$ cat config.mk
export PLATFORM = sky130hd
export DESIGN_NAME = triModeArbiter
export DESIGN_NICKNAME = d
export VERILOG_FILES = /design/src/rtl/tmArbPkg.sv /design/src/rtl/arbDatapath.sv /design/src/rtl/arbControl.sv /design/src/rtl/triModeArbiter.sv
export SDC_FILE = /design/constraint.sdc
export NUM_CORES = 1
export LEC_CHECK = 0
export BUFFER_PORTS_ARGS = -buffer_cell sky130_fd_sc_hd__buf_2
export CORE_ASPECT_RATIO = 0.5
export CORE_MARGIN = 2
export CORE_UTILIZATION = 25
export DETAILED_ROUTE_END_ITERATION = 12
export PLACE_DENSITY = 0.45
export SYNTH_ARGS = -nofsm -noshare
export SYNTH_HDL_FRONTEND = slang
export SYNTH_HIERARCHICAL = 1
export SYNTH_SLANG_ARGS = --single-unit
$ cat constraint.sdc
create_clock -name clk -period 3.9 [get_ports clk]
set_input_delay 0.78 -clock clk [delete_from_list [all_inputs] [get_ports clk]]
set_output_delay 0.78 -clock clk [all_outputs]
set_load 0.05 [all_outputs]
$ cat src/rtl/tmArbPkg.sv
package tmArbPkg;
  typedef enum logic [2:0] {
    ST_SBY, ST_PRE1, ST_TR1, ST_POST1, ST_STEADY, ST_PRE2, ST_TR2, ST_POST2
  } arbState_e;

  typedef struct packed {
    logic loadTune1;
    logic loadTune2;
    logic loadOvl;
  } arbStrobe_t;

  typedef struct packed {
    logic errAbove;
    logic errBelow;
    logic cntZero;
    logic quarterTick;
  } arbFlags_t;
endpackage

$ cat src/rtl/arbDatapath.sv
module arbDatapath
  import tmArbPkg::*;
#(
  parameter int ERR_W  = 12,
  parameter int TUNE_W = 8,
  parameter int OVL_W  = 4
) (
  input  logic              clk,
  input  logic              rstN,
  input  logic [ERR_W-1:0]  errIn,
  input  logic [ERR_W-1:0]  errThresh,
  input  logic [TUNE_W-1:0] tune1,
  input  logic [TUNE_W-1:0] tune2,
  input  logic [OVL_W-1:0]  ovlpLen,
  input  arbStrobe_t        strobe,
  output arbFlags_t         flags
);
  localparam int CNT_W = (TUNE_W > OVL_W) ? TUNE_W : OVL_W;

  logic [ERR_W-1:0] errMag;
  logic [CNT_W-1:0] cnt;
  logic [1:0]       divCnt;

  always_comb begin
    errMag = errIn[ERR_W-1] ? (~errIn + 1'b1) : errIn;
    flags.errAbove    = errMag > errThresh;
    flags.errBelow    = errMag < errThresh;
    flags.cntZero     = (cnt == '0);
    flags.quarterTick = (divCnt == 2'd3);
  end

  always_ff @(posedge clk or negedge rstN) begin
    if (!rstN) begin
      cnt <= '0;
    end else if (strobe.loadTune1) begin
      cnt <= CNT_W'(tune1);
    end else if (strobe.loadTune2) begin
      cnt <= CNT_W'(tune2);
    end else if (strobe.loadOvl) begin
      cnt <= CNT_W'(ovlpLen);
    end else if (cnt != '0) begin
      cnt <= cnt - 1'b1;
    end
  end

  always_ff @(posedge clk or negedge rstN) begin
    if (!rstN) divCnt <= '0;
    else       divCnt <= divCnt + 1'b1;
  end


  no_wrap_chk: assert property (@(posedge clk) disable iff (!rstN)
    (cnt == '0 && !strobe.loadTune1 && !strobe.loadTune2 && !strobe.loadOvl) |=> cnt == '0);


  quarter_spacing_chk: assert property (@(posedge clk) disable iff (!rstN)
    flags.quarterTick |=> !flags.quarterTick);
endmodule

$ cat src/rtl/arbControl.sv
module arbControl
  import tmArbPkg::*;
(
  input  logic       clk,
  input  logic       rstN,
  input  logic       actM,
  input  arbFlags_t  flags,
  output arbStrobe_t strobe,
  output logic       pidEn,
  output logic       rstEn,
  output logic       pidQuarter,
  output logic       pidStrobe,
  output logic       muxRst
);
  arbState_e state, stateNext;

  always_comb begin
    stateNext = state;
    case (state)
      ST_SBY:    if (flags.errAbove || actM)                stateNext = ST_PRE1;
      ST_PRE1:   if (flags.cntZero)                         stateNext = ST_TR1;
      ST_TR1:    if (flags.cntZero && flags.errBelow)       stateNext = ST_POST1;
      ST_POST1:  if (flags.cntZero)                         stateNext = ST_STEADY;
      ST_STEADY: if (flags.errAbove || !actM)               stateNext = ST_PRE2;
      ST_PRE2:   if (flags.cntZero)                         stateNext = ST_TR2;
      ST_TR2:    if (flags.cntZero && flags.errBelow)       stateNext = ST_POST2;
      ST_POST2:  if (flags.cntZero)                         stateNext = ST_SBY;
      default:                                              stateNext = ST_SBY;
    endcase
  end

  always_comb begin
    strobe = '0;
    if (stateNext != state) begin
      strobe.loadTune1 = (stateNext == ST_TR1);
      strobe.loadTune2 = (stateNext == ST_TR2);
      strobe.loadOvl   = (stateNext == ST_PRE1) || (stateNext == ST_POST1) ||
                         (stateNext == ST_PRE2) || (stateNext == ST_POST2);
    end
  end

  always_ff @(posedge clk or negedge rstN) begin
    if (!rstN) state <= ST_SBY;
    else       state <= stateNext;
  end

  always_comb begin
    pidEn = 1'b0; rstEn = 1'b0; pidQuarter = 1'b0; muxRst = 1'b0;
    case (state)
      ST_SBY:    begin pidEn = 1'b1; pidQuarter = 1'b1; end
      ST_PRE1:   begin pidEn = 1'b1; rstEn = 1'b1; pidQuarter = 1'b1; end
      ST_TR1,
      ST_TR2:    begin rstEn = 1'b1; muxRst = 1'b1; end
      ST_POST1,
      ST_POST2:  begin pidEn = 1'b1; rstEn = 1'b1; muxRst = 1'b1; end
      ST_STEADY: begin pidEn = 1'b1; end
      ST_PRE2:   begin pidEn = 1'b1; rstEn = 1'b1; end
      default:   begin pidEn = 1'b1; pidQuarter = 1'b1; end
    endcase
    pidStrobe = pidEn && (!pidQuarter || flags.quarterTick);
  end


  mux_handover_chk: assert property (@(posedge clk) disable iff (!rstN)
    (muxRst != $past(muxRst)) |-> $past(pidEn && rstEn));


  rst_start_chk: assert property (@(posedge clk) disable iff (!rstN)
    $rose(rstEn) |-> !muxRst);


  standby_exit_chk: assert property (@(posedge clk) disable iff (!rstN)
    ($past(state == ST_SBY) && state != ST_SBY) |-> $past(flags.errAbove || actM));


  dwell_exit_chk: assert property (@(posedge clk) disable iff (!rstN)
    ($past(state == ST_TR1) && state != ST_TR1) |-> $past(flags.cntZero && flags.errBelow));
endmodule

$ cat src/rtl/triModeArbiter.sv
module triModeArbiter
  import tmArbPkg::*;
#(
  parameter int ERR_W  = 12,
  parameter int TUNE_W = 8,
  parameter int OVL_W  = 4
) (
  input  logic              clk,
  input  logic              rstN,
  input  logic [ERR_W-1:0]  errIn,
  input  logic [ERR_W-1:0]  errThresh,
  input  logic              actM,
  input  logic [TUNE_W-1:0] tune1,
  input  logic [TUNE_W-1:0] tune2,
  input  logic [OVL_W-1:0]  ovlpLen,
  output logic              pidEn,
  output logic              rstEn,
  output logic              pidQuarter,
  output logic              pidStrobe,
  output logic              muxRst
);
  arbStrobe_t strobe;
  arbFlags_t  flags;

  arbDatapath #(.ERR_W(ERR_W), .TUNE_W(TUNE_W), .OVL_W(OVL_W)) uDp (
    .clk(clk), .rstN(rstN), .errIn(errIn), .errThresh(errThresh),
    .tune1(tune1), .tune2(tune2), .ovlpLen(ovlpLen),
    .strobe(strobe), .flags(flags)
  );

  arbControl uCtl (
    .clk(clk), .rstN(rstN), .actM(actM), .flags(flags), .strobe(strobe),
    .pidEn(pidEn), .rstEn(rstEn), .pidQuarter(pidQuarter),
    .pidStrobe(pidStrobe), .muxRst(muxRst)
  );
endmodule

# After elaboration in Yosys (flattened, before gate mapping)
# Index checks and enable logic that the tools add are counted.
# W data, S select, Z words.
totals:
  word_cells: 61
  inputBits: 47
  regBits: 13
op_classes:
  n_reduce_logical: 18
  muxes: 19
  eq_ne: 15
  order_cmp: 2
  add_sub_neg: 3
  n_bitwise: 1
ops:
  columns: ["operator", "count"]
  rows:
  - ["$mux W8", 4]
  - ["$mux W3", 9]
  - ["$pmux W3 S8", 1]
  - ["$eq A3 B3 Y1 const B", 7]
  - ["$add A12 B1 Y12 const B", 1]
  - ["$eq A3 B2 Y1 const B", 4]
  - ["$gt A12 B12 Y1", 1]
  - ["$lt A12 B12 Y1", 1]
  - ["$mux W12", 1]
  - ["$not A12 Y12", 1]
  - ["$reduce_or A6 Y1", 2]
  - ["$logic_not A8 Y1", 1]
  - ["$reduce_bool A8 Y1", 1]
  - ["$sub A8 B1 Y8 const B", 1]
  - ["$eq A3 B1 Y1 const B", 2]
  - ["$logic_or A1 B1 Y1", 6]
  - ["$mux W1", 4]
  - ["$reduce_bool A4 Y1", 1]
  - ["$reduce_or A4 Y1", 1]
  - ["$logic_not A3 Y1", 1]
  - ["$ne A3 B3 Y1", 1]
  - ["$add A2 B1 Y2 const B", 1]
  - ["$eq A2 B2 Y1 const B", 1]
  - ["$logic_and A1 B1 Y1", 2]
  - ["2 further kinds", 3]

# Longest topological paths before layout
# Gate-level depths: netlist (run 1).
depth:
  word_depth: 15
  ltp_mapped: 18
  ltp_nobuf: 17

# Modules after synthesis
# Netlist (run 1), hierarchy kept.
modules_own_cells:
  columns: ["mod", "seq_area_each_um2", "n_inst", "cells_per_inst", "area_each_um2"]
  rows:
  - ["arbDatapath", 250.2, 1, 153, 1206.2]
  - ["arbControl", 75.1, 1, 21, 191.4]

# Least setup slack after synthesis (run 1)
# Ideal clock, no wire load.
synth_timing:
  path_type: "input to register"
  start: "input errIn[0]"
  end: "register uDp.cnt[3]"
  slack_ps: -378
  cell_stages: 17
  arrival_ps: 4174
  path_buffers: 2
  required_ps: 3796
  cell_sequence: "inv_1 -> ha_1 -> or3b_2 -> o31ai_1 -> nand2_1 -> xor2_1 -> ha_1 -> and3_1 -> a221oi_1 -> and3_1 -> nand2_1 -> a221oi_2 -> clkbuf_1 -> nor3_1 -> and2_1 -> clkbuf_1 -> a221oi_1"
synth_rtl:
  columns: ["element", "line_no", "text"]
  rows:
  - ["from (decl)", "triModeArbiter.sv:10", "input logic [ERR_W-1:0] errIn,"]
  - ["to (signal assigned)", "arbDatapath.sv:36", "cnt <= CNT_W'(tune1);"]
  - ["to (signal assigned)", "arbDatapath.sv:38", "cnt <= CNT_W'(tune2);"]
  - ["to (signal assigned)", "arbDatapath.sv:40", "cnt <= CNT_W'(ovlpLen);"]
  - ["to (decl)", "arbDatapath.sv:21", "logic [CNT_W-1:0] cnt;"]

==> qor_table.md, run 1 <==
| Step | Quantity | Reported |
| --- | --- | --- |
| outcome | Status | finished, violations left |
| outcome | Violated checks | negative setup slack |
| routing | Vias after detailed routing | 1448 |
| synth | Post-Syn Instances | 174 |
| sta | Endpoints failing setup | 5 |
| synth | Sequential element share of the synthesized area | 23.28% |
| synth | Largest cells by area after synthesis | dfrtp_1 23%, ha_1 14%, xnor2_1 6.9% |
| setup path | Critical path buffer and inverter count | 3 |
| pwr | Total design power | 0.9498 mW |
| sta | Highest Clock Rate | 250.8 MHz |
| synth | Cell types with the highest counts after synthesis | 24 x inv_1, 16 x ha_1, 13 x dfrtp_1 |
| floorplanning | Cell Rows | 19 |
| sta | Worst slew slack as a fraction of its limit | 75.66% |
| setup path | Kind of critical path | input pin to register |
| floorplanning | Die boundary width | 109.7 um |
| sta | Clock Skew | 2.363 ps |
| sta | Unrepaired setup endpoints after global routing | true |
| grt | Global-route met2 utilization | 21.60% |
| pwr | Total leakage power | 0.9675 nW |
| synth | Syn_area_per_cell | 8.032 um^2 |
| floorplanning | Initial cell density of the core | 25.67% |
| finish | ANT cells | 0 |
| synth | Count of flip-flops with a built-in enable after synthesis | 0 |
| cts | Number of buffers added by the clock tree synthesis step | 3 |
| setup path | Maximum fanout encountered on the critical timing path | 5 |
| synth | Leading cell type by number of instances after synthesis | inv_1 |
| synth | Mapped Area | 1398 um^2 |
| placed design | Count of input and output buffers | 51 |
| setup path | Worst Path Required | 4030 ps |
| finish | Area growth, synth to finish | 43.42% |
| setup path | Crit path largest cell delay | 520 ps |
| finish | Filler Cells Inserted | 590 |
| synth | Cell variety after synth | 41 |
| setup path | Data arrival time at the worst-slack endpoint | 4110 ps |
| synth | Warnings from Yosys | 6 |
| cts | Maximum clock path buffer count | 2 |
| grt | Number of antenna violations at the first check in global routing | 0 |
| setup path | Largest delay contributor family on the critical path | simple AND/OR/NAND/NOR gates |
| routing | Drt wl/cell | 11.75 um |
| synth | Area share of the largest cell type after synthesis | 23.28% |
| pwr | Relative contribution of sequential cells to total power | 27.0% |
| routing | Post-Route WL | 3.666 mm |
| finish | Fraction of layout cells with a size suffix above 1 | 37.24% |
| hold path | Hold crit path type | input pin to async pin |
| sta | Total count of hold-check failures in the final report | 0 |
| grt | Pin count of the biggest net entering global routing | 16 |
| cts | Clock tree from TritonCTS | built |
| placed design | Total half-perimeter wirelength after legalization and detailed placement | 3.031 mm |
| grt | Overall track demand over capacity in global routing | 12.70% |
| setup path | Worst path cell trace | buf_6 > or4_4 > or3_4 > o41ai_4 > xnor2_1 > ha_1 > and3_4 > a221oi_2 > and3_1 > nand2_1 > a221oi_2 > buf_4 > buf_12 > nor2_1 > a211oi_2 > o311a_1 > a21oi_1 |
| floorplanning | Top-Level Pins | 52 |
| floorplanning | Y dimension of the die | 56.87 um |
| grt | Via count of the first global-routing pass | 1458 |
| routing | Vias per Instance | 4.641 |
| run | Maximum capacitance violations | 0 |
| cts | Hold-fix buffers, CTS | 0 |
| synth | Area leader, netlist | dfrtp_1 |
| placed design | DP Worst Slack | -380.5 ps |
| setup path | Cell type with the highest occurrence count on the critical path | a221oi_2 |
| synth | Predominant post-synthesis flop cell | dfrtp_1 |
| pwr | Ratio of total power to cell area | 473.8 nW/um^2 |
| placed design | Final estimated routing congestion in global placement | 0.7883 |
| synth | Syn nets | 237 |
| routing | Drt pass-1 iters | 4 |
| floorplanning | Area of the die | 6241 um^2 |
| cts | # clock sinks | 13 |
| sta | Final period util | 102.2% |
| sta | Shortest clock period the worst path allows after layout | 3987 ps |
| sta | Actual slew at the worst max-slew pin | 365.2 ps |
| pwr | Switching share of power | 44.34% |
| setup path | Sort of element at the start of the critical path | input pin |
| finish | Net count, final | 303 |
| cts | Clock Tree Root | clkbuf_8 |
| setup path | Critical Path Sink Type | register |
| pwr | Clock network fraction of design power | 12.8% |
| sta | Crit path setup slack, layout | -87.11 ps |
| grt | Global route total overflow | 0 |
| pwr | Combinational power share | 60.2% |
| grt | Met1 track utilization from global routing | 16.88% |
| pwr | Worst vdd rail ir drop | 146.2 uV |
| cts | H-tree depth reported by CTS | 1 |
| cts | Clk_lat worst skew | 240 ps |
| routing | Number of routed nets with antenna violations | 0 |
| sta | Max-slew violations | 0 |
| grt | GRT Max-Usage Layer | met2 |
| synth | Share of synthesized registers carrying an async set or reset | 100.0% |
| cts | Clock transition time at the flip-flop clock pins of the worst setup and hold paths | 60 ps |
| pwr | Net switching component of the power | 0.4211 mW |
| floorplanning | Area of the placeable core | 5444 um^2 |
| routing | Drt first-iter violations | 45 |
| setup path | Master of the slowest instance on the critical path | or4_4 |
| grt | Wire length of the first global-routing pass | 6.403 mm |
| synth | Seq cells post-synth | 13 |
| routing | Final routed DRC violation total | 0 |
| grt | Met3 Use GR | 2.439% |
| pwr | Total internal power | 0.5287 mW |
-- placed cells by master (no fill, tap or decap), types with 7 or more instances in the layout --
master | netlist | layout
buf_4 | 0 | 16
buf_2 | 1 | 49
o21ai_0 | 11 | 9
nand2_1 | 10 | 10
ha_1 | 16 | 16
xnor2_1 | 11 | 11
inv_1 | 24 | 24
a21oi_1 | 11 | 11
dfrtp_1 | 13 | 13
nor2_1 | 7 | 7
-- metrics by stage --
step	utilization [%]	instance area [um^2]	TNS [ps]	std cells	hold WS, ps
3_5_place_dp	34.45	1876	-2625	305	425.0
3_3_place_gp	34.45	1876	-2315	305	419.0
5_1_grt	36.82	2004	-1672	312	448.0
4_1_cts	36.47	1986	-260.4	311	438.0
6_report	36.82	2004	-271.1	312	428.9
2_1_floorplan	-	1440	-507.7	174	400.6
-- worst paths after layout --
path	from	to	slack (ps)	cells past startpoint
min in group clk	uDp/divCnt[0]	uDp/divCnt[0]	430	1
worst max register to register	uDp/cnt[3]	uDp/cnt[6]	1230	9
worst min-delay path	rstN	uCtl/state[0]	430	1
worst max-delay path	errIn[3]	uDp/cnt[1]	-90	17
worst min register to register	uDp/divCnt[0]	uDp/divCnt[0]	430	1
max in group asynchronous	rstN	uDp/cnt[6]	3230	1
-- worst register-to-register path: cells and delay by family (launching register included) --
kind	cells	cell delay, ps
flops	1	440
compound gates	1	190
buf+inv	2	400
simple gates	6	1540
-- layer usage --
metal | routed length (um) | share of wire [%]
met4 | 27 | 0.74
met5 | 0 | 0
met3 | 164 | 4.5
met2 | 1623 | 44
met1 | 1851 | 50
-- power groups by stage --
stage | registers (mW) | logic (mW) | clock network [mW]
global route | 0.265 | 0.638 | 0.130
floorplan | 0.228 | 0.428 | 0
CTS | 0.256 | 0.565 | 0.126
finish | 0.256 | 0.572 | 0.122
global placement | 0.257 | 0.540 | 0
detailed placement | 0.257 | 0.545 | 0
-- kinds of logic after synthesis --
| kind of cell | Yosys count | synth area share, % |
|---|---|---|
| xor gates and xnor gates | 15 | 9.400 |
| buffers and inverters | 32 | 8.684 |
| muxes | 1 | 0.7162 |
| adders and majority gates | 16 | 14.32 |
| AOI/OAI and AO/OA | 45 | 22.74 |
| and+or+nand+nor | 52 | 20.86 |
| DFF | 13 | 23.28 |
-- what timing repair did --
| item | CTS | global route |
|---|---|---|
| cloned | 0 | 0 |
| buffers inserted | 2 | 1 |
| setup endpoints to repair | 8 | 8 |
| pin swaps | 4 | 4 |
| gates resized for setup | 8 | 4 |
-- flip-flops by register name, summed over array words and instances (netlist names) --
register and flops:
uDp/divCnt 2, uCtl/state 3, uDp/cnt 8
-- area by class of cell --
cell class                 count  area [um^2]  share of cell area, %
multi-input combinational    129         1033                  51.56
timing repair buffer          69        419.2                  20.91
sequential                    13        325.3                  16.23
tap                           73        91.34                  4.557
inverter                      24        90.09                  4.494
clock buffer                   4        45.04                  2.247
(Power assumes the default switching activity.)
==> inputs of run 2 (changes only) <==
--- a/config.mk
+++ b/config.mk
@@ -7,3 +7,3 @@
 export LEC_CHECK = 0
-export BUFFER_PORTS_ARGS = -buffer_cell sky130_fd_sc_hd__buf_2
+export BUFFER_PORTS_ARGS = -buffer_cell sky130_fd_sc_hd__buf_4
 export CORE_ASPECT_RATIO = 0.5
==> constraint.sdc (replaced) <==
create_clock -name clk -period 3.9 [get_ports clk]
set_input_delay 0 -clock clk [delete_from_list [all_inputs] [get_ports clk]]
set_output_delay 0 -clock clk [all_outputs]
set_load 0.05 [all_outputs]
==> run 2 against run 1 <==
The flow now finishes without violations. Combinational power shrank 6.3%. Register-to-register slack lost 60 ps. Clock skew shrank 0.82 ps. Worst setup slack gained 530 ps. Power shrank 3.5%. Clock-buffer cell count is the same. Global-route usage grew 0.12 points. Critical endpoint is now uDp/cnt[7]. Largest cell class unchanged.
==> qor_table.md, run 2 (synthesized netlist as in run 1, its figures left out) <==
| Step | Quantity | Reported | Change |
| --- | --- | --- | --- |
| setup path | Crit path largest cell delay | 460 ps | -60 ps |
| setup path | Depth of the worst register-to-register path | 9 | unchanged |
| cts | H-tree depth reported by CTS | 1 | unchanged |
| cts | Cells resized by post-CTS repair | 0 | -8 |
| floorplanning | Y dimension of the die | 56.87 um | unchanged |
| setup path | Data arrival time at the worst-slack endpoint | 3580 ps | -530 ps |
| floorplanning | Area of the die | 6241 um^2 | unchanged |
| routing | Final routed DRC violation total | 0 | unchanged |
| hold path | Worst hold stages | 3 |  |
| routing | Vias after detailed routing | 1414 | -2.3% |
| pwr | Combinational power share | 58.5% | -1.7 points |
| sta | Max-slew violations | 0 | unchanged |
| sta | Unrepaired setup endpoints after global routing | false |  |
| sta | Actual slew at the worst max-slew pin | 424.9 ps | +59.78 ps |
| placed design | Final estimated routing congestion in global placement | 0.8001 | +1.5% |
| cts | Clk_lat worst skew | 240 ps | about the same |
| cts | Clock Tree Root | clkbuf_8 |  |
| setup path | Sort of element at the start of the critical path | input pin |  |
| setup path | Master of the slowest instance on the critical path | or3b_2 |  |
| setup path | Worst path cell trace | buf_4 > inv_1 > ha_1 > or3b_2 > o31ai_1 > nand2_1 > xor2_1 > ha_1 > and3_1 > a221oi_1 > and3_1 > nand2_1 > a221oi_2 > buf_4 > nor2_1 > o211a_1 > a221oi_1 > a21oi_1 |  |
| setup path | Critical path buffer and inverter count | 3 | unchanged |
| sta | Shortest clock period the worst path allows after layout | 3457 ps | -530.0 ps |
| pwr | Total design power | 0.9163 mW | -3.5% |
| pwr | Total internal power | 0.5097 mW | -3.6% |
| hold path | Hold crit path type | input pin to register |  |
| setup path | Critical path startpoint | errIn[0] |  |
| grt | Via count of the first global-routing pass | 1414 | -3.0% |
| pwr | Clock network fraction of design power | 13.3% | +0.5 points |
| floorplanning | Die boundary width | 109.7 um | unchanged |
| finish | Area of the multi-input gates | 950.9 um^2 | -8.0% |
| pwr | Total leakage power | 0.9218 nW | -4.7% |
| floorplanning | Initial cell density of the core | 25.67% | unchanged |
| finish | Registers with the highest flip-flop counts | uDp/cnt: 8 flops, uCtl/state: 3 flops, uDp/divCnt: 2 flops |  |
| pwr | Worst vdd rail ir drop | 195.5 uV | +34% |
| placed design | Placed cells | 293 | -3.9% |
| finish | Area growth, synth to finish | 37.96% |  |
| setup path | Maximum fanout encountered on the critical timing path | 11 | +6 |
| sta | Endpoints failing setup | 0 | -5 |
| cts | Maximum clock path buffer count | 2 | unchanged |
| routing | Drt first-iter violations | 50 | +11% |
| routing | Vias per Instance | 4.729 | +1.9% |
| cts | # clock sinks | 13 | unchanged |
| hold path | Worst Hold Endpoint | uDp/cnt[6] |  |
| pwr | Net switching component of the power | 0.4066 mW | -3.5% |
| finish | Filler Cells Inserted | 572 | -3.1% |
| pwr | Switching share of power | 44.37% | about the same |
| finish | Flip-flop count of the largest register, all copies and words added | 8 | unchanged |
| setup path | Worst Path Required | 4020 ps | about the same |
| floorplanning | Top-Level Pins | 52 | unchanged |
| finish | Commonest cells after routing, fill and taps aside | 54 x buf_4, 24 x inv_1, 16 x ha_1 |  |
| finish | Largest register by flop count | uDp/cnt |  |
| sta | Total count of hold-check failures in the final report | 0 | unchanged |
| finish | Fraction of layout cells with a size suffix above 1 | 27.88% | -9.4 points |
| setup path | Source of the worst register-to-register timing path | uDp/cnt[4] |  |
| setup path | Kind of critical path | input pin to register |  |
| run | Maximum capacitance violations | 0 | unchanged |
| floorplanning | Cell Rows | 19 | unchanged |
| finish | ANT cells | 0 | unchanged |
| routing | Drt wl/cell | 12.32 um | +4.9% |
| setup path | Setup slack of the worst register-to-register path | 1170 ps | -60 ps |
| sta | Clock Skew | 1.539 ps | -0.8248 ps |
| finish | Storage element area | 325.3 um^2 | unchanged |
| sta | Final period util | 88.64% | -14 points |
| sta | Worst slack on hold paths | 19.73 ps | -409.2 ps |
| routing | Post-Route WL | 3.685 mm | +0.52% |
| placed design | Count of input and output buffers | 51 | unchanged |
| setup path | Largest delay contributor family on the critical path | compound AO/OA/AOI/OAI gates |  |
| routing | Drt pass-1 iters | 4 | unchanged |
| setup path | Critical Path Sink Type | register |  |
| outcome | Status | finished clean |  |
| placed design | Total half-perimeter wirelength after legalization and detailed placement | 3.005 mm | -0.87% |
| setup path | FF-to-FF End | uDp/cnt[7] |  |
| sta | Worst slew slack as a fraction of its limit | 71.43% | -4.2 points |
| finish | Most frequent standard cell in the layout excluding fill and tap cells | buf_4 |  |
| finish | Net count, final | 290 | -4.3% |
| cts | Number of buffers added by the clock tree synthesis step | 3 | unchanged |
| grt | Global route total overflow | 0 | unchanged |
| sta | Setup TNS | 0 ps | +271.1 ps |
| hold path | Startpoint of the lowest-slack hold path | tune1[6] |  |
| cts | Clock tree from TritonCTS | built |  |
| grt | Wire length of the first global-routing pass | 6.285 mm | -1.8% |
| sta | Highest Clock Rate | 289.3 MHz | +15% |
| grt | Overall track demand over capacity in global routing | 12.82% | +0.12 points |
| pwr | Ratio of total power to cell area | 475.2 nW/um^2 | +0.30% |
| floorplanning | Area of the placeable core | 5444 um^2 | unchanged |
| finish | Cell Count, Final, Fillers Out | 299 | -4.2% |
| grt | Number of antenna violations at the first check in global routing | 0 | unchanged |
| grt | Pin count of the biggest net entering global routing | 16 | unchanged |
| cts | Clock transition time at the flip-flop clock pins of the worst setup and hold paths | 60 ps | about the same |
| pwr | Relative contribution of sequential cells to total power | 28.2% | +1.2 points |
| routing | Number of routed nets with antenna violations | 0 | unchanged |
run 2: changes by cell type in the layout (fill, tap and decap cells not counted), sizes merged:
cell,before,now
buf,69,54
dlygate4sd3,0,2
run 2: metrics by stage:
stage	utilization (%)	setup WS, ps	instance area, um^2
after global routing	35.42	66.88	1928
final	35.42	442.9	1928
after CTS	35.42	426.7	1928
after detailed placement	34.22	174.3	1863
after floorplan	-	401.9	1398
after global placement	34.22	312.9	1863
run 2: how the worst max path moves through the flow:
stage	end	slack, ps	cells past startpoint
global placement	uDp/cnt[7]	310	18
global route	uDp/cnt[3]	70	17
floorplan	uDp/cnt[3]	400	17
detailed placement	uDp/cnt[7]	170	18
CTS	uDp/cnt[7]	430	18
finish	uDp/cnt[7]	440	18
run 2: layout make-up:
cell class                      instances  area share (%)
Clock buffer                            4           2.336
Inverter                               24           4.672
Multi-Input combinational cell        129           49.32
Sequential cell                        13           16.87
Tap cell                               73           4.737
Timing Repair Buffer                   56           22.06
run 2: tightest hold or removal path: cells and delay by family:
| family | cells | cell delay (ps) |
|---|---|---|
| buf+inv | 2 | 150 |
| compound gates | 1 | 70 |
run 2: power by group through the flow:
stage	logic (mW)	registers, mW	clock network (mW)
3_3_place_gp	0.531	0.260	0
5_1_grt	0.596	0.268	0.136
6_report	0.536	0.259	0.122
4_1_cts	0.542	0.258	0.128
3_5_place_dp	0.538	0.259	0
2_1_floorplan	0.416	0.228	0
run 2: repair_timing:
action | in CTS | in global routing
buffers inserted | 0 | 0
hold buffers | 2 | 0
hold endpoints to repair | 14 | 0
run 2: layer usage:
layer  wire length, um  vias to the layer above  track usage, %
met2              1795                       27           22.22
met4                20                        0           3.074
li1                  -                      725               -
met5                 0                        -               0
met3               138                        2           2.323
met1              1731                      660           16.48
